File: src/rtl/pfx_key_pkg.sv
package pfx_key_pkg;
  localparam int KEY_W = 7;

  // Page key layout: [6:3] access control, [2] fetch control, [1] referenced, [0] modified
  typedef struct packed {
    logic [3:0] acc_ctl;
    logic       fetch_ctl;
    logic       ref_bit;
    logic       chg_bit;
  } page_key_t;
endpackage

File: src/rtl/pfx_reloc.sv
module pfx_reloc #(
  parameter int          ADDR_W     = 32,
  parameter int unsigned LOW_BOUND  = 32'h2000,
  parameter int          PAGE_SHIFT = 12,
  parameter int          NUM_PAGES  = 64,
  parameter int          IDX_W      = $clog2(NUM_PAGES)
) (
  input  logic [ADDR_W-1:0] real_addr,
  input  logic [ADDR_W-1:0] base,
  input  logic [ADDR_W-1:0] limit,
  output logic [ADDR_W-1:0] abs_addr,
  output logic              beyond,
  output logic              page_ok,
  output logic [IDX_W-1:0]  page_idx
);
  localparam logic [ADDR_W-1:0] LOW_V   = ADDR_W'(LOW_BOUND);
  localparam logic [ADDR_W-1:0] PAGES_V = ADDR_W'(NUM_PAGES);

  logic [ADDR_W-1:0] page_num;

  always_comb begin
    if (real_addr < LOW_V) abs_addr = real_addr + base;
    else                   abs_addr = real_addr;
    beyond   = abs_addr > limit;
    page_num = abs_addr >> PAGE_SHIFT;
    page_ok  = !beyond && (page_num < PAGES_V);
    page_idx = page_num[IDX_W-1:0];
  end
endmodule

File: src/rtl/pfx_key_array.sv
module pfx_key_array
  import pfx_key_pkg::*;
#(
  parameter int NUM_PAGES = 64,
  parameter int IDX_W     = $clog2(NUM_PAGES)
) (
  input  logic             clk,
  input  logic             rst_n,
  input  logic             upd_en,
  input  logic [IDX_W-1:0] upd_idx,
  input  logic             set_ref,
  input  logic             set_chg,
  input  logic             wr_en,
  input  logic [IDX_W-1:0] wr_idx,
  input  page_key_t        wr_data,
  input  logic [IDX_W-1:0] rd_idx,
  output page_key_t        rd_data
);
  page_key_t key_view [NUM_PAGES];

  for (genvar g = 0; g < NUM_PAGES; g++) begin : g_page
    page_key_t key_q;
    page_key_t key_d;
    logic      hit_upd;
    logic      hit_wr;
    logic      key_en;

    always_comb begin
      hit_upd = upd_en && (upd_idx == IDX_W'(g));
      hit_wr  = wr_en && (wr_idx == IDX_W'(g));
      key_en  = hit_upd || hit_wr;
      key_d   = hit_wr ? wr_data : key_q;
      if (hit_upd) begin
        key_d.ref_bit = key_d.ref_bit | set_ref;
        key_d.chg_bit = key_d.chg_bit | set_chg;
      end
    end

    always_ff @(posedge clk or negedge rst_n) begin
      if (!rst_n)      key_q <= '0;
      else if (key_en) key_q <= key_d;
    end

    assign key_view[g] = key_q;
  end

  always_comb begin
    if (int'(rd_idx) < NUM_PAGES) rd_data = key_view[rd_idx];
    else                          rd_data = '0;
  end
endmodule

File: src/rtl/pfx_key_tracker.sv
module pfx_key_tracker
  import pfx_key_pkg::*;
#(
  parameter int          ADDR_W     = 32,
  parameter int unsigned LOW_BOUND  = 32'h2000,
  parameter int          PAGE_SHIFT = 12,
  parameter int          NUM_PAGES  = 64,
  parameter int          IDX_W      = $clog2(NUM_PAGES)
) (
  input  logic              clk,
  input  logic              rst_n,
  input  logic              acc_valid,
  input  logic              acc_rd,
  input  logic              acc_wr,
  input  logic [ADDR_W-1:0] acc_addr,
  input  logic [ADDR_W-1:0] prefix_base,
  input  logic [ADDR_W-1:0] mem_top,
  output logic              res_valid,
  output logic [ADDR_W-1:0] res_addr,
  output logic              res_fault,
  input  logic [IDX_W-1:0]  key_idx,
  input  logic              key_we,
  input  logic [KEY_W-1:0]  key_wdata,
  output logic [KEY_W-1:0]  key_rdata
);
  logic [ADDR_W-1:0] abs_addr;
  logic              beyond;
  logic              page_ok;
  logic [IDX_W-1:0]  page_idx;
  page_key_t         rd_key;

  pfx_reloc #(
    .ADDR_W(ADDR_W), .LOW_BOUND(LOW_BOUND), .PAGE_SHIFT(PAGE_SHIFT),
    .NUM_PAGES(NUM_PAGES), .IDX_W(IDX_W)
  ) u_reloc (
    .real_addr(acc_addr), .base(prefix_base), .limit(mem_top),
    .abs_addr(abs_addr), .beyond(beyond), .page_ok(page_ok), .page_idx(page_idx)
  );

  pfx_key_array #(.NUM_PAGES(NUM_PAGES), .IDX_W(IDX_W)) u_keys (
    .clk(clk), .rst_n(rst_n),
    .upd_en(acc_valid && page_ok), .upd_idx(page_idx),
    .set_ref(acc_rd), .set_chg(acc_wr),
    .wr_en(key_we), .wr_idx(key_idx), .wr_data(page_key_t'(key_wdata)),
    .rd_idx(key_idx), .rd_data(rd_key)
  );

  assign key_rdata = KEY_W'(rd_key);

  logic              valid_d;
  logic              fault_d;
  logic [ADDR_W-1:0] addr_d;
  logic              addr_en;

  always_comb begin
    valid_d = acc_valid;
    fault_d = acc_valid && beyond;
    addr_en = acc_valid;
    addr_d  = abs_addr;
  end

  always_ff @(posedge clk or negedge rst_n) begin
    if (!rst_n) begin
      res_valid <= 1'b0;
      res_fault <= 1'b0;
    end else begin
      res_valid <= valid_d;
      res_fault <= fault_d;
    end
  end

  always_ff @(posedge clk or negedge rst_n) begin
    if (!rst_n)       res_addr <= '0;
    else if (addr_en) res_addr <= addr_d;
  end
endmodule

File: config.mk
export PLATFORM = sky130hd
export DESIGN_NAME = pfx_key_tracker
export DESIGN_NICKNAME = d
export VERILOG_FILES = /design/src/rtl/pfx_key_pkg.sv /design/src/rtl/pfx_reloc.sv /design/src/rtl/pfx_key_array.sv /design/src/rtl/pfx_key_tracker.sv
export SDC_FILE = /design/constraint.sdc
export NUM_CORES = 1
export LEC_CHECK = 0
export ABC_AREA = 1
export BUFFER_PORTS_ARGS = -buffer_cell sky130_fd_sc_hd__buf_2
export CORE_MARGIN = 2
export CORE_UTILIZATION = 50
export DETAILED_ROUTE_END_ITERATION = 8
export PLACE_DENSITY = 0.67
export SYNTH_ARGS = -nofsm -noshare
export SYNTH_HDL_FRONTEND = slang
export SYNTH_SLANG_ARGS = --single-unit
File: constraint.sdc
create_clock -name clk -period 3 [get_ports clk]
set_input_delay 0.3 -clock clk [delete_from_list [all_inputs] [get_ports clk]]
set_output_delay 0.3 -clock clk [all_outputs]
set_load 0.005 [all_outputs]
After elaboration in Yosys (flattened, before gate mapping)
Cells that the tools add are included.
{ "totals": {"inputBits": 115, "regBits": 482, "word_cells": 913, "out_inout_bits": 41} }
{ "classes": {"order_cmp": 4, "bitwise": 129, "addsub": 1, "reduce_logical": 262, "eq_ne": 126, "mux": 132} }
{ "ops": {"columns": ["op", "n"], "rows": [
  ["6-bit equality test, second input constant", 64],
  ["2-bit two-way mux", 128],
  ["6-bit by 5-bit equality test with 1-bit output, second input constant", 32],
  ["1-bit logical AND", 131],
  ["1-bit bitwise OR", 128],
  ["2-bit AND reduction", 64],
  ["6-bit by 4-bit equality test with 1-bit output, second input constant", 16],
  ["1-bit logical OR", 64],
  ["6-bit by 3-bit equality test with 1-bit output, second input constant", 8],
  ["7-bit binary-select mux with 6-bit select", 1],
  ["32-bit adder", 1],
  ["32-bit > comparator", 1],
  ["32-bit by 14-bit < comparator with 1-bit output, second input constant", 1],
  ["32-bit two-way mux", 1],
  ["6-bit by 2-bit equality test with 1-bit output, second input constant", 4],
  ["20-bit by 7-bit < comparator with 1-bit output, second input constant", 1],
  ["7-bit two-way mux", 2],
  ["6-bit by 1-bit equality test with 1-bit output, second input constant", 2],
  ["6-bit logical NOT", 2],
  ["7-bit >= comparator, second input constant", 1],
  ["6-bit NOT with 7-bit output", 1],
  ["1-bit logical NOT", 1]
]} }

Depth between registers and ports, before layout
{ "logic_depth": {"word_depth": 9, "ltp_mapped": 31} }

Modules after synthesis
From an unflattened synthesis, not the netlist that was laid out.
{ "hier_totals": {"cells_unflattened": 3635, "hier_area_um2": 26758.2} }
{ "modules_own_cells": {"columns": ["module", "cells_per_inst", "seq_area_each_um2", "area_per_inst_um2", "n_inst"], "rows": [
  ["pfx_key_array", 2731, 11210.8, 21555.7, 1],
  ["pfx_reloc", 762, 0.0, 3896.2, 1],
  ["pfx_key_tracker", 142, 850.8, 1306.3, 1]
]} }

Least setup slack after synthesis
Ideal clock, no wire load.
{ "synth_timing": {"path_kind": "in2reg", "startpoint": "in acc_addr[0]", "endpoint": "reg u_keys.g_page[48].key_q[0] (netlist name)", "path_stages": 28, "t_arrival_ns": 3.499, "path_slack_ns": -0.564, "path_cell_list": "ha_1 fa_1 nand3_1 nand3_1 nand2_1 nand3_1 nand2_1 nand2_1 nand2_1 nand2_1 nand2_1 nand3_1 o21ai_0 inv_2 ha_1 nand4_1 nor3_1 and3_1 nand3_1 a21oi_1 nand2_1 nor2_2 nand2_2 nor2_4 buf_12 buf_8 nand4_1 nand2_1"} }
{ "synth_between": {"elab_chain_len": 8} }
{ "synth_rtl": {"columns": ["element", "line_no", "rtl"], "rows": [
  ["start: declaration", "pfx_key_tracker.sv:15", "input logic [ADDR_W-1:0] acc_addr,"],
  ["32-bit adder / 32-bit by 14-bit < comparator with 1-bit output (equally long branches)", "pfx_reloc.sv:22", "if (real_addr < LOW_V) abs_addr = real_addr + base;"],
  ["32-bit two-way mux (*)", "pfx_reloc.sv:22", null],
  ["net abs_addr[24]", "pfx_key_tracker.sv:26", "logic [ADDR_W-1:0] abs_addr;"],
  ["32-bit > comparator", "pfx_reloc.sv:24", "beyond = abs_addr > limit;"],
  ["1-bit logical NOT", "pfx_reloc.sv:26", "page_ok = !beyond && (page_num < PAGES_V);"],
  ["1-bit logical AND (*)", "pfx_reloc.sv:26", null],
  ["1-bit logical AND (*)", "pfx_key_tracker.sv:42", ".upd_en(acc_valid && page_ok), .upd_idx(page_idx),"],
  ["1-bit logical AND (*)", "pfx_key_array.sv:29", "hit_upd = upd_en && (upd_idx == IDX_W'(g));"],
  ["2-bit two-way mux / 1-bit logical OR (equally long branches)", "pfx_key_array.sv:33, pfx_key_array.sv:31", null],
  ["end signal: assignment", "pfx_key_array.sv:41", "else if (key_en) key_q <= key_d;"],
  ["end: declaration", "pfx_key_array.sv:22", "page_key_t key_q;"]
]} }
Mark *: on every way through the listed nets, which the timed path passes. The rest lies on a longest branch.
A chain may end at the register's enable or synchronous reset.

Worst setup path in the final report
{ "layout_timing": {"startpoint": "in acc_addr[3]", "endpoint": "reg u_keys.g_page[54].key_q[1] (netlist name)"} }
{ "layout_between": {"elab_chain_len": 8} }
{ "layout_rtl": {"columns": ["element", "line_no"], "rows": [
  ["32-bit adder / 32-bit by 14-bit < comparator with 1-bit output (equally long branches)", "pfx_reloc.sv:22"],
  ["32-bit two-way mux (*)", "pfx_reloc.sv:22"],
  ["net abs_addr[27]", "pfx_key_tracker.sv:26"],
  ["32-bit > comparator", "pfx_reloc.sv:24"],
  ["1-bit logical NOT", "pfx_reloc.sv:26"],
  ["1-bit logical AND (*)", "pfx_reloc.sv:26"],
  ["1-bit logical AND (*)", "pfx_key_tracker.sv:42"],
  ["1-bit logical AND (*)", "pfx_key_array.sv:29"],
  ["2-bit two-way mux / 1-bit logical OR (equally long branches)", "pfx_key_array.sv:33, pfx_key_array.sv:31"],
  ["end signal: assignment", "pfx_key_array.sv:41"],
  ["end: declaration", "pfx_key_array.sv:22"]
]} }
Marked as above.

==> flow_metrics.env <==
export IMPL_final_nets=3994
export IMPL_synth_edf_count=0
export IMPL_p_int_mw=12.74
export IMPL_wl_per_cell_um=20.02
export IMPL_fill_cells=4779
export IMPL_pwr_share_clk=0.383
export IMPL_violations="negative setup slack"
export IMPL_clock_fmax_mhz=294.8
export IMPL_r2r_start="u_keys.g_page[60].key_q[1]"
export IMPL_dr_pass1_iters=7
export IMPL_setup_tns_final_ns=-35.35
export IMPL_ys_async_sr_fraction=1.000
export IMPL_worstHoldPathCells=3
export IMPL_vias=26370
export IMPL_crit_slowest_cell="ha_4"
export IMPL_synth_cell_type_count=48
export IMPL_ios=156
export IMPL_setup_viol=128
export IMPL_clock_path_buffers=3
export IMPL_drt_iter0_drc=3096
export IMPL_post_route_util=0.6155
export IMPL_crit_arrival_ns=3.94
export IMPL_power_switching_mw=5.186
export IMPL_yosysWarnings=0
export IMPL_final_max_slew_viol_count=0
export IMPL_finalPower_mw=17.93
export IMPL_grt_overflow_total=0
export IMPL_placed_cell_area_um2=30010
export IMPL_period_minus_slack_ns=3.392
export IMPL_holdWs_ns=0.03175
export IMPL_path_clk_slew_ns=0.06
export IMPL_r2r_slack_ns=2.13
export IMPL_min_to="res_addr[0]"
export IMPL_p_per_area_nw_per_um2=543.4
export IMPL_dp_cells=4430
export IMPL_tightestPinTransition_ns=0.8271
export IMPL_synth_avg_cell_area_um2=7.601
export IMPL_r2r_worst_path_cells=4
export IMPL_syn2layout_area_growth_pct=22.03
export IMPL_grt_pass1_vias=25090
export IMPL_path_buf_inv=6
export IMPL_synthCells=3557
export IMPL_synth_main_ff_cell="dfrtp_1"
export IMPL_hp_class="input port to flip-flop"
export IMPL_start_util=0.5044
export IMPL_crit_path_max_fanout=12
export IMPL_critPathMostFrequentCell="nand2_1"
export IMPL_ys_ff_latch=482
export IMPL_criticalPathCategory="input port to flip-flop"
export IMPL_swShare=0.2893
export IMPL_clock_latency_ns=0.60
export IMPL_regArea_um2=12060
export IMPL_min_from="acc_addr[0]"
export IMPL_route_detailed_drc=0
export IMPL_rr_endpoint="u_keys.g_page[60].key_q[1]"
export IMPL_seq_power_share=0.435
export IMPL_cts_tree="built"
export IMPL_combPwrFrac=0.182
export IMPL_syn_cell_area_um2=27040
export IMPL_grt_start_max_net_pins=83
export IMPL_h_tree_depth=2
export IMPL_final_area_um2=32990
export IMPL_synth_seq_area_share=0.4461
export IMPL_cts_root_buf="clkbuf_16"
export IMPL_fp_dieW_um=236.5
export IMPL_vdd_drop_max_mv=0.5311
export IMPL_maxCapViolCount=0
export IMPL_final_cell_mix="nand2_1, dfrtp_1, o21ai_0"
export IMPL_worst_clock_skew_ns=0
export IMPL_hpwl_um=61200
export IMPL_syn_nets=3736
export IMPL_slew_headroom=0.4486
export IMPL_status="finished with violations"
export IMPL_dp_slack_ns=-1.020
export IMPL_antenna_found_initial=3
export IMPL_required_ns=3.55
export IMPL_numCtsBuffers=53
export IMPL_cp_top_family="simple AND/OR/NAND/NOR gates"
export IMPL_core_um2=53600
export IMPL_grt_pass1_wl_um=141900
export IMPL_totalWireLength_um=91130
export IMPL_viasPerCell=5.791
export IMPL_cts_sinks=482
export IMPL_layout_drive_gt1_share=0.1958
export IMPL_start_kind="input port"
export IMPL_finalCritPeriodShare=1.131
export IMPL_final_common_cell="nand2_1"
export IMPL_rsz0062_at_grt="true"
export IMPL_die_y_um=236.5
export IMPL_critPathCaptureType="flip-flop"
export IMPL_finalHoldViolCount=0
export IMPL_fin_cells=4553
export IMPL_grt_usage=0.3225
export IMPL_multi_input_area_um2=13280
export IMPL_cpPeakStageDelay_ns=0.29
export IMPL_gp_congestion=0.9615
export IMPL_fin_ws_ns=-0.3917
export IMPL_p_leak_nw=15.56
export IMPL_antenna_left=0
export IMPL_num_rows=85
export IMPL_die_area_um2=55950
export IMPL_portBuffers=155
[flip-flops by register name, indices dropped and copies added (netlist names)]
name / flops
res_addr: 32
res_fault: 1
u_keys.g_page.key_q: 448
res_valid: 1
[per-layer routing]
| layer | wire, um | global-route usage | vias up |
|---|---|---|---|
| met5 | 13 | 0 | - |
| met3 | 8258 | 0.05561 | 238 |
| li1 | - | - | 12430 |
| met2 | 40100 | 0.4925 | 1295 |
| met1 | 38670 | 0.4521 | 12400 |
| met4 | 4088 | 0.1408 | 2 |
[logic make-up (layout without fill, tap and decap cells)]
kind of cell               Yosys count  in the layout  share of synthesized area
and+or+nand+nor                   1653           1653                     0.2668
AOI/OAI and AO/OA                  759            759                     0.1588
buffers and inverters              582            881                    0.09241
DFF                                482            482                     0.4461
adders and majority gates           64             64                    0.02989
xor gates and xnor gates            12             12                   0.004165
muxes                                5              5                   0.001851
other                                0              1                          0
[how the worst max path moves through the flow]
stage	from	end	slack, ns	cells past startpoint
after global placement	acc_addr[8]	u_keys.g_page[53].key_q[1]	-0.95	28
after global routing	acc_addr[2]	u_keys.g_page[2].key_q[1]	-0.62	29
after floorplan	acc_addr[0]	u_keys.g_page[48].key_q[0]	-0.41	28
final	acc_addr[3]	u_keys.g_page[54].key_q[1]	-0.39	31
after CTS	acc_addr[0]	u_keys.g_page[24].key_q[0]	-0.29	32
after detailed placement	acc_addr[3]	u_keys.g_page[33].key_q[1]	-1.02	28
[cells in the mapped netlist, types with 5 or more instances]
library cell / number / area share
nand2_1: 973 / 0.14
dfrtp_1: 482 / 0.45
o21ai_0: 407 / 0.075
inv_1: 304 / 0.042
nand3_1: 273 / 0.051
clkbuf_1: 185 / 0.026
nor2_1: 160 / 0.022
nand4_1: 138 / 0.032
a31oi_1: 114 / 0.026
a22oi_1: 112 / 0.031
ha_1: 63 / 0.029
o21ai_1: 52 / 0.0096
a21oi_1: 47 / 0.0087
nor4_1: 26 / 0.0060
buf_2: 22 / 0.0041
nand2_2: 21 / 0.0049
buf_6: 19 / 0.0079
inv_2: 17 / 0.0024
or2_2: 17 / 0.0039
buf_1: 13 / 0.0018
nor2_2: 12 / 0.0028
nor3_1: 11 / 0.0020
xnor2_1: 11 / 0.0036
buf_8: 10 / 0.0056
o22ai_1: 10 / 0.0023
clkinv_1: 7 / 0.00097
nand3_2: 6 / 0.0022
mux2i_1: 5 / 0.0019
nor2_4: 5 / 0.0021
[cell type report]
cell class	instances	share of cell area
well taps	696	0.02639
multi-input cells	2493	0.4024
repair buffers	457	0.1130
inverters	328	0.03747
flip-flops and latches	482	0.3656
clock inverters	18	0.008002
clock buffers	78	0.04702
diodes	1	0.00007584
[worst register-to-register path, stage by stage (launching register included)]
cell,delay [ns]
dfrtp_1,0.39
nand2_1,0.08
o21ai_0,0.13
inv_1,0.10
nand2_1,0.06
[timing repair]
action | CTS | global route
gates resized for setup | 87 | 78
endpoints found under the hold margin | 67 | 0
cloned | 6 | 3
pin swaps | 24 | 33
hold buffers | 1 | 0
endpoints found under the setup margin | 128 | 129
setup buffers | 17 | 4
[power groups by stage]
stage	clock, mW	sequential [mW]	combinational (mW)
after floorplan	0	7.78	1.83
after global placement	0	7.87	2.98
after detailed placement	0	7.89	3.04
after CTS	6.93	7.79	3.15
after global routing	7.24	7.89	3.65
final	6.86	7.81	3.26
No activity file was read; power rests on OpenSTA's default activity.
